`src/rtl/pfsel_pkg.sv`:
```
package pfsel_pkg;

    localparam int FRAME_BITS     = 24;
    localparam int MIN_PAGE_SHIFT = 12;
    localparam int SIZE_COUNT     = 9;
    localparam int MASK_BITS      = 16;
    localparam int VA_BITS        = 64;
    localparam int OUT_BITS       = 64;
    localparam int PA_INT_BITS    = FRAME_BITS + MIN_PAGE_SHIFT;
    localparam int SIZE_IDX_BITS  = $clog2(SIZE_COUNT);
    localparam int POS_BITS       = $clog2(VA_BITS);

    typedef enum logic [2:0] {
        FC_NONE       = 3'd0,
        FC_REFILL_LD  = 3'd1,
        FC_REFILL_ST  = 3'd2,
        FC_INVALID_LD = 3'd3,
        FC_INVALID_ST = 3'd4,
        FC_MODIFY     = 3'd5,
        FC_BAD_MASK   = 3'd6
    } fault_e;

    typedef struct packed {
        logic [FRAME_BITS-1:0] pfn;
        logic                  valid;
        logic                  dirty;
        logic                  cap_st;
        logic                  cap_ld;
    } half_t;

    typedef struct packed {
        logic [OUT_BITS-1:0] pa;
        logic                cap;
        fault_e              code;
    } result_t;

    function automatic logic [POS_BITS-1:0] boundary_pos(input logic [SIZE_IDX_BITS-1:0] k);
        return POS_BITS'(MIN_PAGE_SHIFT + 2 * int'(k));
    endfunction

    function automatic logic [MASK_BITS-1:0] mask_for(input int k);
        return MASK_BITS'((32'd1 << (2 * k)) - 32'd1);
    endfunction

endpackage

```
`src/rtl/pfsel_mask_decode.sv`:
```
module pfsel_mask_decode
    import pfsel_pkg::*;
(
    input  logic [MASK_BITS-1:0] mask,
    output logic [POS_BITS-1:0]  pos,
    output logic                 legal
);
    logic [SIZE_COUNT-1:0] match_vec;

    for (genvar k = 0; k < SIZE_COUNT; k++) begin : g_size
        assign match_vec[k] = (mask == mask_for(k));
    end

    always_comb begin
        pos   = POS_BITS'(MIN_PAGE_SHIFT);
        legal = 1'b0;
        for (int k = 0; k < SIZE_COUNT; k++) begin
            if (match_vec[k]) begin
                pos   = boundary_pos(SIZE_IDX_BITS'(k));
                legal = 1'b1;
            end
        end
    end
endmodule

```
`src/rtl/pfsel_half_pick.sv`:
```
module pfsel_half_pick
    import pfsel_pkg::*;
(
    input  logic [VA_BITS-1:0]  vaddr,
    input  logic [POS_BITS-1:0] pos,
    input  half_t               even_h,
    input  half_t               odd_h,
    output half_t               chosen
);
    logic odd_sel;

    assign odd_sel = vaddr[pos];
    assign chosen  = odd_sel ? odd_h : even_h;
endmodule

```
`src/rtl/pfsel_splice.sv`:
```
module pfsel_splice
    import pfsel_pkg::*;
(
    input  logic [FRAME_BITS-1:0] pfn,
    input  logic [VA_BITS-1:0]    vaddr,
    input  logic [POS_BITS-1:0]   pos,
    output logic [OUT_BITS-1:0]   pa
);
    logic [PA_INT_BITS-1:0] frame_full;
    logic [PA_INT_BITS-1:0] low_keep;
    logic [PA_INT_BITS-1:0] joined;

    always_comb begin
        frame_full = {pfn, {MIN_PAGE_SHIFT{1'b0}}};
        low_keep   = (PA_INT_BITS'(1) << pos) - PA_INT_BITS'(1);
        joined     = (frame_full & ~low_keep) | (vaddr[PA_INT_BITS-1:0] & low_keep);
        pa         = OUT_BITS'(joined);
    end
endmodule

```
`src/rtl/pfsel_fault_gen.sv`:
```
module pfsel_fault_gen
    import pfsel_pkg::*;
(
    input  logic   hit,
    input  logic   is_store,
    input  logic   legal,
    input  half_t  chosen,
    output fault_e code
);
    always_comb begin
        if (!hit)
            code = is_store ? FC_REFILL_ST : FC_REFILL_LD;
        else if (!legal)
            code = FC_BAD_MASK;
        else if (!chosen.valid)
            code = is_store ? FC_INVALID_ST : FC_INVALID_LD;
        else if (is_store && !chosen.dirty)
            code = FC_MODIFY;
        else
            code = FC_NONE;
    end
endmodule

```
`src/rtl/pfsel_top.sv`:
```
module pfsel_top
    import pfsel_pkg::*;
(
    input  logic                  clk,
    input  logic                  rst,
    input  logic                  hit,
    input  logic                  is_store,
    input  logic [VA_BITS-1:0]    vaddr,
    input  logic [MASK_BITS-1:0]  page_mask,
    input  logic [FRAME_BITS-1:0] even_pfn,
    input  logic                  even_valid,
    input  logic                  even_dirty,
    input  logic                  even_cap_st,
    input  logic                  even_cap_ld,
    input  logic [FRAME_BITS-1:0] odd_pfn,
    input  logic                  odd_valid,
    input  logic                  odd_dirty,
    input  logic                  odd_cap_st,
    input  logic                  odd_cap_ld,
    output logic [OUT_BITS-1:0]   phys_addr,
    output logic                  cap_ok,
    output logic                  fault,
    output logic [2:0]            fault_code
);
    half_t               even_h, odd_h, chosen;
    logic [POS_BITS-1:0] pos;
    logic                legal;
    logic [OUT_BITS-1:0] spliced;
    fault_e              code_d;
    result_t             res_d, res_q;

    assign even_h = '{pfn: even_pfn, valid: even_valid, dirty: even_dirty,
                      cap_st: even_cap_st, cap_ld: even_cap_ld};
    assign odd_h  = '{pfn: odd_pfn, valid: odd_valid, dirty: odd_dirty,
                      cap_st: odd_cap_st, cap_ld: odd_cap_ld};

    pfsel_mask_decode i_dec (
        .mask  (page_mask),
        .pos   (pos),
        .legal (legal)
    );

    pfsel_half_pick i_pick (
        .vaddr  (vaddr),
        .pos    (pos),
        .even_h (even_h),
        .odd_h  (odd_h),
        .chosen (chosen)
    );

    pfsel_splice i_splice (
        .pfn   (chosen.pfn),
        .vaddr (vaddr),
        .pos   (pos),
        .pa    (spliced)
    );

    pfsel_fault_gen i_fault (
        .hit      (hit),
        .is_store (is_store),
        .legal    (legal),
        .chosen   (chosen),
        .code     (code_d)
    );

    always_comb begin
        res_d.code = code_d;
        if (code_d == FC_NONE) begin
            res_d.pa  = spliced;
            res_d.cap = is_store ? chosen.cap_st : chosen.cap_ld;
        end else begin
            res_d.pa  = '0;
            res_d.cap = 1'b0;
        end
    end

    always_ff @(posedge clk) begin
        if (rst)
            res_q <= '{pa: '0, cap: 1'b0, code: FC_NONE};
        else
            res_q <= res_d;
    end

    assign phys_addr  = res_q.pa;
    assign cap_ok     = res_q.cap;
    assign fault_code = res_q.code;
    assign fault      = (res_q.code != FC_NONE);
endmodule

```
`config.mk`:
```
export PLATFORM = sky130hd
export DESIGN_NAME = pfsel_top
export DESIGN_NICKNAME = d
export VERILOG_FILES = /design/src/rtl/pfsel_pkg.sv /design/src/rtl/pfsel_mask_decode.sv /design/src/rtl/pfsel_half_pick.sv /design/src/rtl/pfsel_splice.sv /design/src/rtl/pfsel_fault_gen.sv /design/src/rtl/pfsel_top.sv
export SDC_FILE = /design/constraint.sdc
export NUM_CORES = 1
export LEC_CHECK = 0
export BUFFER_PORTS_ARGS = -buffer_cell sky130_fd_sc_hd__buf_2
export CAP_MARGIN = 15
export CORE_MARGIN = 2
export CORE_UTILIZATION = 36
export CTS_CLUSTER_DIAMETER = 60
export DETAILED_ROUTE_END_ITERATION = 6
export MAX_ROUTING_LAYER = met4
export PLACE_DENSITY = 0.88
export RECOVER_POWER = 100
export SLEW_MARGIN = 20
export SYNTH_ARGS = -nofsm -noshare
export SYNTH_HDL_FRONTEND = slang
export SYNTH_SLANG_ARGS = --single-unit
```
`constraint.sdc`:
```
create_clock -name clk -period 2.48 [get_ports clk]
set_input_delay 0.124 -clock clk [delete_from_list [all_inputs] [get_ports clk]]
set_output_delay 0.124 -clock clk [all_outputs]
set_load 0.01 [all_outputs]
```
# Word-level counts from Yosys, hierarchy flattened
# Cells that the tools add are included.
[totals]
reg_bits = 68
in_bits = 140
output_inout_bits = 69
wordCells = 53
[classes]
add_sub_neg = 1
order_cmp = 1
n_eq_ne = 8
n_shift = 1
n_mux = 27
bitwise_logic = 5
reduce_logical = 6
[ops]
columns = ["cell", "n"]
rows = [
  ["$and A36 B36 Y36", 2],
  ["$not A36 Y36", 1],
  ["$or A36 B36 Y36", 1],
  ["$shl A1 B5 Y36 const A", 1],
  ["$sub A36 B2 Y36 const B", 1],
  ["$mux W5", 7],
  ["$mux W28", 1],
  ["$eq A16 B10 Y1 const B", 1],
  ["$eq A16 B12 Y1 const B", 1],
  ["$eq A16 B14 Y1 const B", 1],
  ["$eq A16 B16 Y1 const B", 1],
  ["$eq A16 B2 Y1 const B", 1],
  ["$eq A16 B4 Y1 const B", 1],
  ["$eq A16 B6 Y1 const B", 1],
  ["$eq A16 B8 Y1 const B", 1],
  ["$logic_not A16 Y1", 1],
  ["$mux W3", 5],
  ["$mux W1", 11],
  ["$lt A5 B7 Y1 const B", 1],
  ["$bmux W1 S6", 1],
  ["$mux W2", 2],
  ["$logic_not A3 Y1", 1],
  ["$reduce_bool A3 Y1", 1],
  ["$reduce_or A2 Y1", 1],
  ["other kinds (3)", 3],
]

# Logic depth before layout (Yosys ltp)
[logic_depth]
word_depth = 21
mapped_depth = 11
depth_no_buf = 8

# Modules after synthesis
# Synthesis repeated with hierarchy kept, for this count alone.
[unflattened]
cells_unflattened = 483
hier_area_um2 = 4624.4
[modules_own_cells]
columns = ["module", "n_inst", "cells_each", "area_each_um2", "seq_area_each_um2"]
rows = [
  ["pfsel_top", 1, 146, 1883.1, 1361.3],
  ["pfsel_splice", 1, 208, 1432.6, 0.0],
  ["pfsel_half_pick", 1, 81, 996.0, 0.0],
  ["pfsel_mask_decode", 1, 40, 251.5, 0.0],
  ["pfsel_fault_gen", 1, 8, 61.3, 0.0],
]

# Worst setup path after synthesis
# OpenSTA, ideal clock, no wires.
[synth_timing]
path_type = "input-to-reg"
startpoint = "in page_mask[13]"
endpoint = "reg res_q, in the netlist cap_ok"
arrival_time_ns = 2.348
slack_ns = 0.017
cell_stages = 10
cell_sequence = "or4_1 -> buf_2 -> nor4_1 -> nand2_1 -> o22ai_1 -> mux2i_1 -> nand3_2 -> buf_8 -> mux4_2 -> and2_1"
[synth_between]
elab_chain_cells = 21
[synth_rtl]
columns = ["element", "line_no", "source"]
rows = [
  ["start, declared", "pfsel_top.sv:9", "input logic [MASK_BITS-1:0] page_mask,"],
  ["$eq A16 B2 Y1", "pfsel_mask_decode.sv:11", "assign match_vec[k] = (mask == mask_for(k));"],
  ["$mux W2", "pfsel_mask_decode.sv:18", "if (match_vec[k]) begin"],
  ["$mux W5 (7 in series)", "pfsel_mask_decode.sv:18", ""],
  ["$bmux W1 S6", "pfsel_half_pick.sv:12", "assign odd_sel = vaddr[pos];"],
  ["$mux W1 (implied by the code)", "pfsel_half_pick.sv:12", ""],
  ["$mux W28", "pfsel_half_pick.sv:13", "assign chosen = odd_sel ? odd_h : even_h;"],
  ["$logic_not A1 Y1", "pfsel_fault_gen.sv:17", "else if (is_store && !chosen.dirty)"],
  ["$logic_and A1 B1 Y1", "pfsel_fault_gen.sv:17", ""],
  ["$mux W3", "pfsel_fault_gen.sv:17", ""],
  ["$mux W3", "pfsel_fault_gen.sv:15", "else if (!chosen.valid)"],
  ["$mux W3", "pfsel_fault_gen.sv:13", "else if (!legal)"],
  ["$mux W3", "pfsel_fault_gen.sv:11", "if (!hit)"],
  ["$logic_not A3 Y1", "pfsel_top.sv:68", "if (code_d == FC_NONE) begin"],
  ["$not A1 Y1 (no line)", "n/a", ""],
  ["$reduce_or A2 Y1 (no line)", "n/a", ""],
  ["end signal, assigned", "pfsel_top.sv:79", "res_q <= '{pa: '0, cap: 1'b0, code: FC_NONE};"],
  ["end signal, assigned", "pfsel_top.sv:81", "res_q <= res_d;"],
  ["end, declared", "pfsel_top.sv:30", "result_t res_d, res_q;"],
]
# Parallel ways exist; a longest one is shown, timed or not. The select of a mux whose other input is x is not followed.
# A chain may end at the register's enable or synchronous reset.

# Worst setup path in the final report
[layout_timing]
startpoint = "in page_mask[13]"
endpoint = "reg res_q, in the netlist phys_addr[19]"
# Same word-level chain as after synthesis.

==> impl_metrics.json <==
{
  "hold_class": "in -> reg",
  "hold_violations": 0,
  "setup_violations": 0,
  "p_int_w": 0.00108,
  "grt_start_max_net_pins": 25,
  "cts.sinks": 40,
  "crit_type": "in -> reg",
  "p_clk_share_pct": 37.7,
  "max-vdd-ir-drop_uv": 191,
  "dp_slack_ps": -258,
  "hold_depth": 2,
  "portBuffers": 146,
  "whs_ps": 19.4,
  "dieArea_mm2": 0.00777,
  "antenna_found_initial": 0,
  "groute.usage.overall_pct": 19.4,
  "crit_path_start_kind": "input pin",
  "slew_violations": 0,
  "swShare_pct": 26.6,
  "ys_seq_area_share_pct": 31.4,
  "cp.arrival_ps": 2570,
  "viasPerCell": 4.85,
  "period_needed_ps": 2360,
  "diodes": 0,
  "htree_levels": 2,
  "ys.flop_type": "dfxtp_1",
  "ys_async_sr_fraction_pct": 0,
  "synth_edf_count": 0,
  "critPathMaxFanout": 12,
  "total_leakage_power_nw": 1.68,
  "synth_area_mm2": 0.00255,
  "grt_pass1_wl_um": 11400,
  "placed_area_mm2": 0.00351,
  "cts-root-buf": "clkbuf_8",
  "switchingPower_w": 0.000392,
  "drive_above_1_share_pct": 39.6,
  "fmax_mhz": 425,
  "cts-hold-fix-buffers": 0,
  "place.gp.congestion": 0.925,
  "ios": 209,
  "fin_ws_ps": 124,
  "drt_iter0_markers": 134,
  "yosysUniqueCellTypes": 55,
  "grt_pass1_vias": 2560,
  "final_cell_area_mm2": 0.00359,
  "status": "finished, final reports clean",
  "rsz0062_at_grt": "false",
  "crit_start": "page_mask[13]",
  "nNetsFinal": 602,
  "finalCritPeriodShare_pct": 95.0,
  "vias": 2705,
  "dpl.hpwl_um": 6560,
  "critPathRequiredTime_ps": 2700,
  "syn_area_per_cell_um2": 9.14,
  "crit_path_end_kind": "register",
  "rows": 30,
  "first_pass_iters": 4,
  "areaGrowthSynthToFinish_pct": 40.8,
  "overflow": 0,
  "cts_buffers": 5,
  "die_w_um": 88.2,
  "yosysWarnings": 0,
  "power_frac_comb_pct": 18.5,
  "ys_ff_latch": 40,
  "drc_errors": 0,
  "core_mm2": 0.00683,
  "wl_per_cell_um": 14.1,
  "ant_nets": 0,
  "drt-total-wl_um": 7890,
  "clockBufferDepth": 2,
  "dieHeight_um": 88.2,
  "start_util_pct": 37.3,
  "p_per_area_mw_per_mm2": 411,
  "netlist_instances": 279,
  "clk_pin_slew_ps": 80,
  "maxCapViolations": 0,
  "power_frac_seq_pct": 43.8,
  "nFillCells": 669,
  "finalPower_w": 0.00147,
  "cts_tree": "yes",
  "crit_end": "phys_addr[19]"
}
[critical path: stages]
cell and delay, ps:
clkbuf_2 120, or4_4 580, clkbuf_1 180, nor2_4 150, a22o_4 140, a21oi_2 90
a21oi_2 180, or3b_1 400, mux2_2 410, a211oi_1 190
[through the flow]
stage	cells	TNS, ps	util (%)
after floorplan	307	0	-
after global placement	549	-4370	51.4
after detailed placement	549	-6570	51.4
after CTS	557	0	53.1
after global routing	558	0	52.5
final	558	0	52.5
[placed cells by master (no fill, tap or decap), types with 4 or more instances in the layout]
master    instances
clkbuf_1         42
nand4_1           5
o21ai_0           4
nand2_1          22
nor4_2            5
nor3_1            7
and2_1            9
a211oi_2          7
nand3_1           6
mux2i_1          26
buf_4            36
a211oi_1         11
a21oi_1           4
dfxtp_1          40
nor2_1           25
buf_2           105
and3_1            6
xor2_1            4
conb_1           30
clkbuf_8          5
[flip-flops by register name (all words and copies together) (netlist names)]
register,cells
phys_addr,36
fault_code,3
cap_ok,1
[routing by layer]
layer	GRT usage (%)	share of wire (%)	wire length (µm)
met1	22.1	40	3190
met2	34.0	49	3850
met3	2.73	8.8	693
met4	7.71	2.1	163
met5	-	0	0
[cells by family (layout without fill, tap and decap cells)]
logic type | after synthesis | after routing | synth area share (%)
AND/OR/NAND/NOR | 110 | 110 | 23.3
AO/OA/AOI/OAI | 47 | 47 | 17.0
buffers and inverters | 41 | 195 | 12.1
flip-flops | 40 | 40 | 31.4
multiplexers | 31 | 32 | 13.0
XOR/XNOR | 7 | 7 | 2.40
other | 2 | 30 | 0.295
adder cells (fa/ha/maj) | 1 | 1 | 0.491
[power groups by stage]
stage,clock network (W),logic (W),registers [W]
6_report,0.000556,0.000274,0.000646
2_1_floorplan,0,0.000156,0.000662
4_1_cts,0.000562,0.000268,0.000646
5_1_grt,0.000592,0.000298,0.000646
3_5_place_dp,0,0.000267,0.000661
3_3_place_gp,0,0.000260,0.000661
[layout make-up]
class | instances | area (µm²) | share of cell area (%)
clock buffer | 5 | 68.8 | 1.92
clock inverter | 3 | 46.3 | 1.29
inverter | 1 | 3.75 | 0.105
multi-input combinational | 227 | 1570 | 43.6
sequential | 40 | 801 | 22.3
tap | 96 | 120 | 3.35
timing repair buffer | 186 | 983 | 27.4
[repair_timing]
item	4_1_cts	5_1_grt
endpoints found under the setup margin	0	32
setup buffers	0	0
gates resized for setup	0	8
[synthesized netlist by cell type, types with 3 or more instances]
| cell type | n | area share [%] |
|---|---|---|
| nand3_1 | 6 | 1.2 |
| a21o_1 | 3 | 0.88 |
| nor2_1 | 25 | 3.7 |
| a21oi_1 | 4 | 0.79 |
| nand4_1 | 5 | 1.2 |
| or2_2 | 3 | 0.74 |
| buf_6 | 3 | 1.3 |
| nor4_1 | 4 | 0.98 |
| buf_4 | 28 | 8.2 |
| o21ai_0 | 4 | 0.79 |
| a21boi_0 | 3 | 0.88 |
| nand2_1 | 22 | 3.2 |
| a211oi_2 | 13 | 6.4 |
| nand3b_1 | 3 | 0.88 |
| dfxtp_1 | 40 | 31 |
| xor2_1 | 4 | 1.4 |
| a211oi_1 | 5 | 1.5 |
| and4_1 | 3 | 1.0 |
| nor3_1 | 7 | 1.4 |
| or4_1 | 3 | 0.88 |
| and2_1 | 10 | 2.5 |
| xnor2_1 | 3 | 1.0 |
| buf_2 | 4 | 0.79 |
| mux2i_1 | 27 | 11 |
| and3_1 | 6 | 1.5 |
| or3_1 | 3 | 0.74 |
[worst min path at each step]
stage / start / to
2_1_floorplan: vaddr[0] / phys_addr[0]
3_3_place_gp: vaddr[6] / phys_addr[6]
3_5_place_dp: vaddr[0] / phys_addr[0]
4_1_cts: vaddr[0] / phys_addr[0]
5_1_grt: vaddr[0] / phys_addr[0]
6_report: vaddr[0] / phys_addr[0]
(Power assumes the default switching activity.)
